### src/rtl/uart_rx_pkg.sv
package uart_rx_pkg;

  typedef struct packed {
    logic noise;
    logic framing;
    logic parity;
  } rx_err_t;

  function automatic logic maj3(input logic a, input logic b, input logic c);
    return (a & b) | (a & c) | (b & c);
  endfunction

endpackage

### src/rtl/uart_rx_sampler.sv
module uart_rx_sampler #(
  parameter int OVS = 16
) (
  input  logic clk,
  input  logic rst_n,
  input  logic tick,
  input  logic rx,
  input  logic active,
  output logic start_seen,
  output logic bit_done,
  output logic bit_val,
  output logic bit_noisy
);
  import uart_rx_pkg::*;

  localparam int PW = $clog2(OVS);
  localparam int MID = OVS / 2;
  localparam logic [PW-1:0] PH_A    = PW'(MID - 1);
  localparam logic [PW-1:0] PH_B    = PW'(MID);
  localparam logic [PW-1:0] PH_C    = PW'(MID + 1);
  localparam logic [PW-1:0] PH_LAST = PW'(OVS - 1);

  logic [PW-1:0] ph;
  logic smp_a, smp_b;

  assign start_seen = tick && !active && !rx;
  assign bit_done   = tick && active && (ph == PH_C);
  assign bit_val    = maj3(smp_a, smp_b, rx);
  assign bit_noisy  = (smp_a != smp_b) || (smp_b != rx);

  always_ff @(posedge clk) begin
    if (!rst_n) begin
      ph    <= '0;
      smp_a <= 1'b1;
      smp_b <= 1'b1;
    end else if (start_seen) begin
      ph <= PW'(1);
    end else if (tick && active) begin
      if (ph == PH_A) smp_a <= rx;
      if (ph == PH_B) smp_b <= rx;
      ph <= (ph == PH_LAST) ? '0 : ph + 1'b1;
    end
  end

endmodule

### src/rtl/uart_rx_framer.sv
module uart_rx_framer #(
  parameter int BASE_W = 8
) (
  input  logic                      clk,
  input  logic                      rst_n,
  input  logic                      start_seen,
  input  logic                      bit_done,
  input  logic                      bit_val,
  input  logic                      bit_noisy,
  input  logic                      cfg_nine,
  input  logic                      cfg_par_en,
  input  logic                      cfg_par_odd,
  output logic                      active,
  output logic                      frame_done,
  output logic [BASE_W:0]           frame_data,
  output uart_rx_pkg::rx_err_t      frame_err
);
  import uart_rx_pkg::*;

  localparam int IW = $clog2(BASE_W + 4);

  logic [IW-1:0]   idx;
  logic [IW-1:0]   n_data;
  logic [IW-1:0]   stop_idx;
  logic [BASE_W:0] data_q;
  logic            par_acc, noise_acc;
  logic            is_start, is_data, is_stop;

  assign n_data   = IW'(BASE_W) + IW'(cfg_nine);
  assign stop_idx = n_data + IW'(1) + IW'(cfg_par_en);
  assign is_start = (idx == '0);
  assign is_data  = !is_start && (idx <= n_data);
  assign is_stop  = (idx == stop_idx);

  assign frame_done        = bit_done && active && is_stop;
  assign frame_data        = data_q;
  assign frame_err.noise   = noise_acc | bit_noisy;
  assign frame_err.framing = !bit_val;
  assign frame_err.parity  = cfg_par_en & (par_acc ^ cfg_par_odd);

  always_ff @(posedge clk) begin
    if (!rst_n) begin
      active    <= 1'b0;
      idx       <= '0;
      data_q    <= '0;
      par_acc   <= 1'b0;
      noise_acc <= 1'b0;
    end else if (start_seen) begin
      active    <= 1'b1;
      idx       <= '0;
      data_q    <= '0;
      par_acc   <= 1'b0;
      noise_acc <= 1'b0;
    end else if (bit_done) begin
      if (is_start) begin
        if (bit_val) begin
          active <= 1'b0;
        end else begin
          noise_acc <= bit_noisy;
          idx       <= IW'(1);
        end
      end else if (is_stop) begin
        active <= 1'b0;
      end else begin
        for (int i = 0; i <= BASE_W; i++) begin
          if (is_data && (idx == IW'(i + 1))) data_q[i] <= bit_val;
        end
        par_acc   <= par_acc ^ bit_val;
        noise_acc <= noise_acc | bit_noisy;
        idx       <= idx + 1'b1;
      end
    end
  end

  assert_false_start_R3: assert property (@(posedge clk) disable iff (!rst_n)
    (bit_done && is_start && bit_val && !start_seen) |=> !active);

  assert_frame_ends_R1: assert property (@(posedge clk) disable iff (!rst_n)
    frame_done |=> !active);

endmodule

### src/rtl/uart_rx_idle.sv
module uart_rx_idle #(
  parameter int OVS    = 16,
  parameter int BASE_W = 8
) (
  input  logic clk,
  input  logic rst_n,
  input  logic tick,
  input  logic rx,
  input  logic active,
  input  logic cfg_nine,
  input  logic cfg_after_stop,
  output logic idle_hit
);
  localparam int SHORT_T = (BASE_W + 2) * OVS;
  localparam int LONG_T  = (BASE_W + 3) * OVS;
  localparam int CW      = $clog2(LONG_T + 1);

  logic [CW-1:0] cnt;
  logic [CW-1:0] thr;
  logic          blocked;

  assign thr      = cfg_nine ? CW'(LONG_T) : CW'(SHORT_T);
  assign blocked  = cfg_after_stop && active;
  assign idle_hit = tick && rx && !blocked && (cnt == thr - 1'b1);

  always_ff @(posedge clk) begin
    if (!rst_n) begin
      cnt <= '0;
    end else if (tick) begin
      if (!rx || blocked) cnt <= '0;
      else if (cnt < thr) cnt <= cnt + 1'b1;
    end
  end

endmodule

### src/rtl/uart_rx_status.sv
module uart_rx_status #(
  parameter int OVS    = 16,
  parameter int BASE_W = 8
) (
  input  logic              clk,
  input  logic              rst_n,
  input  logic              rx_line,
  input  logic              baud_tick16,
  input  logic              cfg_nine_bit,
  input  logic              cfg_par_en,
  input  logic              cfg_par_odd,
  input  logic              cfg_idle_after_stop,
  input  logic              cfg_wakeup,
  input  logic              status_rd,
  input  logic              data_rd,
  output logic [BASE_W:0]   rx_data,
  output logic              rx_full,
  output logic              rx_overrun,
  output logic              rx_noise,
  output logic              rx_frame_err,
  output logic              rx_par_err,
  output logic              rx_idle
);
  import uart_rx_pkg::*;

  logic            start_seen, bit_done, bit_val, bit_noisy;
  logic            active, frame_done, idle_hit;
  logic [BASE_W:0] frame_data;
  rx_err_t         frame_err;

  logic            clr_arm_q, idle_arm_q, clear;

  uart_rx_sampler #(.OVS(OVS)) sampler_i (
    .clk(clk), .rst_n(rst_n), .tick(baud_tick16), .rx(rx_line), .active(active),
    .start_seen(start_seen), .bit_done(bit_done), .bit_val(bit_val), .bit_noisy(bit_noisy)
  );

  uart_rx_framer #(.BASE_W(BASE_W)) framer_i (
    .clk(clk), .rst_n(rst_n), .start_seen(start_seen), .bit_done(bit_done),
    .bit_val(bit_val), .bit_noisy(bit_noisy), .cfg_nine(cfg_nine_bit),
    .cfg_par_en(cfg_par_en), .cfg_par_odd(cfg_par_odd), .active(active),
    .frame_done(frame_done), .frame_data(frame_data), .frame_err(frame_err)
  );

  uart_rx_idle #(.OVS(OVS), .BASE_W(BASE_W)) idle_i (
    .clk(clk), .rst_n(rst_n), .tick(baud_tick16), .rx(rx_line), .active(active),
    .cfg_nine(cfg_nine_bit), .cfg_after_stop(cfg_idle_after_stop), .idle_hit(idle_hit)
  );

  assign clear = data_rd && clr_arm_q;

  always_ff @(posedge clk) begin
    if (!rst_n) begin
      clr_arm_q    <= 1'b0;
      idle_arm_q   <= 1'b1;
      rx_data      <= '0;
      rx_full      <= 1'b0;
      rx_overrun   <= 1'b0;
      rx_noise     <= 1'b0;
      rx_frame_err <= 1'b0;
      rx_par_err   <= 1'b0;
      rx_idle      <= 1'b0;
    end else begin
      if (status_rd)    clr_arm_q <= 1'b1;
      else if (data_rd) clr_arm_q <= 1'b0;

      if (clear) begin
        rx_full      <= 1'b0;
        rx_overrun   <= 1'b0;
        rx_noise     <= 1'b0;
        rx_frame_err <= 1'b0;
        rx_par_err   <= 1'b0;
        rx_idle      <= 1'b0;
      end

      if (frame_done) begin
        if (rx_full && !clear) begin
          rx_overrun <= 1'b1;
        end else begin
          rx_data      <= frame_data;
          rx_full      <= 1'b1;
          rx_noise     <= frame_err.noise;
          rx_frame_err <= frame_err.framing;
          rx_par_err   <= frame_err.parity;
          idle_arm_q   <= 1'b1;
        end
      end

      if (cfg_wakeup) begin
        rx_idle <= 1'b0;
      end else if (idle_hit && idle_arm_q) begin
        rx_idle    <= 1'b1;
        idle_arm_q <= 1'b0;
      end
    end
  end

  assert_overrun_needs_full_R8: assert property (@(posedge clk) disable iff (!rst_n)
    rx_overrun |-> rx_full);

  assert_data_held_in_overrun_R9: assert property (@(posedge clk) disable iff (!rst_n)
    (rx_overrun && !clear) |=> $stable(rx_data));

  assert_top_bit_zero_R1: assert property (@(posedge clk) disable iff (!rst_n)
    ($rose(rx_full) && !cfg_nine_bit) |-> !rx_data[BASE_W]);

  assert_flags_with_full_R7: assert property (@(posedge clk) disable iff (!rst_n)
    (rx_noise || rx_frame_err || rx_par_err) |-> rx_full);

  assert_wakeup_holds_idle_R13: assert property (@(posedge clk) disable iff (!rst_n)
    cfg_wakeup |=> !rx_idle);

  assert_idle_needs_rearm_R12: assert property (@(posedge clk) disable iff (!rst_n)
    $rose(rx_idle) |-> $past(idle_arm_q));

endmodule

### config.mk
export PLATFORM = sky130hd
export DESIGN_NAME = uart_rx_status
export DESIGN_NICKNAME = d
export VERILOG_FILES = /design/src/rtl/uart_rx_pkg.sv /design/src/rtl/uart_rx_sampler.sv /design/src/rtl/uart_rx_framer.sv /design/src/rtl/uart_rx_idle.sv /design/src/rtl/uart_rx_status.sv
export SDC_FILE = /design/constraint.sdc
export NUM_CORES = 1
export LEC_CHECK = 0
export BUFFER_PORTS_ARGS = -buffer_cell sky130_fd_sc_hd__buf_4
export CAP_MARGIN = 20
export CORE_AREA = 2 2 86 88
export CTS_BUF_LIST = sky130_fd_sc_hd__clkbuf_8 sky130_fd_sc_hd__clkbuf_16
export CTS_CLUSTER_DIAMETER = 200
export CTS_CLUSTER_SIZE = 12
export DETAILED_ROUTE_END_ITERATION = 16
export DIE_AREA = 0 0 88 90
export HOLD_SLACK_MARGIN = 0.03
export PLACE_DENSITY = 0.55
export REMOVE_ABC_BUFFERS = 1
export SYNTH_ARGS = -nofsm -noshare
export SYNTH_HDL_FRONTEND = slang
export SYNTH_SLANG_ARGS = --single-unit
### constraint.sdc
create_clock -name clk -period 3.9 [get_ports clk]
set_clock_uncertainty 0.05 [all_clocks]
set_input_delay 0.585 -clock clk [delete_from_list [all_inputs] [get_ports clk]]
set_output_delay 0.585 -clock clk [all_outputs]
set_load 0.005 [all_outputs]
==> impl_metrics.env <==
export IMPL_core_area_mm2=0.00702
export IMPL_synth_cell_types=53
export IMPL_ir_drop_mv=0.150
export IMPL_clkSinkCount=47
export IMPL_wire_per_inst_um=12.9
export IMPL_grt_pass1_wl_um=8920
export IMPL_io_buffers=25
export IMPL_syn_cell_area_mm2=0.00239
export IMPL_max_stage_delay_ps=710
export IMPL_gp_congestion=0.801
export IMPL_crit_fanout=13
export IMPL_final_nets=321
export IMPL_power_leakage_nw=1.03
export IMPL_setup_violations=0
export IMPL_finalWirelength_um=5120
export IMPL_hold_class="flop to flop"
export IMPL_diodes=0
export IMPL_area_growth_pct=15.0
export IMPL_synth_top_area_share_pct=39.4
export IMPL_antenna_found_initial=0
export IMPL_use_met3_pct=2.66
export IMPL_total_power_w=0.000916
export IMPL_fmax_mhz=418
export IMPL_reg2reg_to="rx_data[2]"
export IMPL_synth_flop_cell="dfxtp_1"
export IMPL_setup_tns_final_ps=0
export IMPL_fin_crit_sh_pct=61.4
export IMPL_outcome="finished, final reports clean"
export IMPL_met2_usage_pct=22.2
export IMPL_slew_viol_final=0
export IMPL_via_count=2043
export IMPL_worstPathCellList="ha_1 -> inv_1 -> nor2_2 -> and3_1 -> mux2i_1"
export IMPL_async_reset_ff_share_pct=0
export IMPL_hold_start="rx_idle"
export IMPL_postCtsSetupBuffers=0
export IMPL_h_tree_depth=2
export IMPL_rr_worst_depth=5
export IMPL_cts_max_path_buffers=2
export IMPL_grt_busiest_layer="met2"
export IMPL_dpl_hpwl_um=3680
export IMPL_drv_cap=0
export IMPL_ys_seq_area_share_pct=39.4
export IMPL_synth_edf_count=0
export IMPL_min_period_ps=2390
export IMPL_drt_iter0_drc=112
export IMPL_startpoint_type="flop"
export IMPL_grt_pass1_vias=1934
export IMPL_ioPinCount=26
export IMPL_synthTopCellsByCount="dfxtp_1 (47), nand2_1 (37), nor2_1 (19)"
export IMPL_cts_tree="done"
export IMPL_synth_warning_count=0
export IMPL_rsz0062_at_grt="no"
export IMPL_via_per_inst=5.15
export IMPL_use_met1_pct=18.6
export IMPL_die_area_mm2=0.00792
export IMPL_relSlewSlack_pct=50.4
export IMPL_rows=31
export IMPL_holdPathEnd="rx_idle"
export IMPL_start_util_pct=34.1
export IMPL_crit_type="flop to flop"
export IMPL_worstHoldPathCells=2
export IMPL_slowest_stage="and3_1"
export IMPL_required_ps=4070
export IMPL_worst_pin_slew_ps=744
export IMPL_cts_resized=0
export IMPL_yosysTopAreaCell="dfxtp_1"
export IMPL_cts_buffers=5
export IMPL_cp_arrival_ps=2570
export IMPL_synth_area_top_cells="dfxtp_1 (39%), ha_1 (6.8%), mux2i_1 (5.9%)"
export IMPL_firstDrtPassIters=4
export IMPL_fillers=738
export IMPL_layout_drive_gt1_share_pct=14.1
export IMPL_drc=0
export IMPL_clock_latency_ps=300
export IMPL_cp_end_kind="flop"
export IMPL_yosysMostFrequentCell="dfxtp_1"
export IMPL_clk_pin_slew_ps=90
export IMPL_timing_rr_start="sampler_i.ph[0]"
export IMPL_rrSetupSlack_ps=1510
export IMPL_syn_area_per_cell_um2=8.66
export IMPL_grt_max_degree=31
export IMPL_synthCells=276
export IMPL_powerDensity_mw_per_mm2=333
export IMPL_cts_root_buf="clkbuf_8"
export IMPL_fp_dieH_um=90
export IMPL_postCtsHoldBufs=0
export IMPL_die_width_um=88
export IMPL_grt_total_usage_pct=13.9
export IMPL_hold_viol_final=0
export IMPL_ant_nets=0
export IMPL_synth_seq_cells=47
export IMPL_grt_overflow=0
cell type report:
class	instances	area [µm²]	share of cell area, %
Multi-Input combinational cell	201	1310	47.6
Sequential cell	47	941	34.2
Timing Repair Buffer	27	203	7.37
Tap cell	99	124	4.50
Clock buffer	6	82.6	3.00
Inverter	15	56.3	2.05
Clock inverter	2	35.0	1.27
sequential cells by signal, summed over array words and instances (netlist names), 4 cells and up:
signal / count
framer_i.frame_data: 9
rx_data: 9
idle_i.cnt: 8
framer_i.idx: 4
sampler_i.ph: 4
cell families after synthesis:
group,count (synthesis),share of synthesized area (%)
buffers and inverters,28,5.91
AO/OA/AOI/OAI,57,16.0
XOR/XNOR,6,2.51
flip-flops,47,39.4
AND/OR/NAND/NOR,110,23.1
adder cells (fa/ha/maj),13,6.80
multiplexers,15,6.33
per-stage QoR:
stage,hold WS (ps),std cells,setup WS (ps),util (%),instance area [µm²]
global route,426,397,1290,39.2,2750
global placement,393,389,1390,37.5,2630
CTS,411,397,1460,39.2,2750
finish,406,397,1510,39.2,2750
detailed placement,396,389,1300,37.5,2630
floorplan,387,263,1730,-,2310
report_power, final:
group | internal [W] | total, W | switching [W]
Clock | 0.000208 | 0.000373 | 0.000166
Combinational | 0.0000210 | 0.0000546 | 0.0000336
Sequential | 0.000483 | 0.000488 | 0.00000492
metal layers:
| metal | up-vias | wire length, µm |
|---|---|---|
| met3 | 6 | 158 |
| met5 | - | 0 |
| met1 | 958 | 2430 |
| met2 | 33 | 2460 |
| met4 | 0 | 75 |
| li1 | 1046 | - |
worst max-delay path by stage:
stage                         start         end  slack, ps
floorplan              cfg_nine_bit  rx_data[0]       1730
global route        sampler_i.ph[0]  rx_data[2]       1290
CTS                 sampler_i.ph[0]  rx_data[2]       1460
finish              sampler_i.ph[0]  rx_data[2]       1510
global placement       cfg_nine_bit  rx_data[1]       1390
detailed placement     cfg_nine_bit  rx_data[6]       1300
worst max-delay path, delay by kind of cell (launching register included):
kind	cells	cell delay (ps)
buffers and inverters	1	140
muxes	1	260
DFF	1	430
adders and majority gates	1	390
and+or+nand+nor	2	1040
layout by cell type, fill, tap and decap left out, types with 7 or more instances in the layout:
cell type,synthesis,layout
nor2_1,19,19
a21oi_1,16,16
a31oi_1,11,11
dfxtp_1,47,47
inv_1,15,15
nand4_1,8,8
nand2_1,37,37
buf_4,2,27
o21ai_0,7,7
mux2i_1,14,14
ha_1,13,13
nand3_1,16,16
Note: power is estimated with default switching activity, not from simulation.
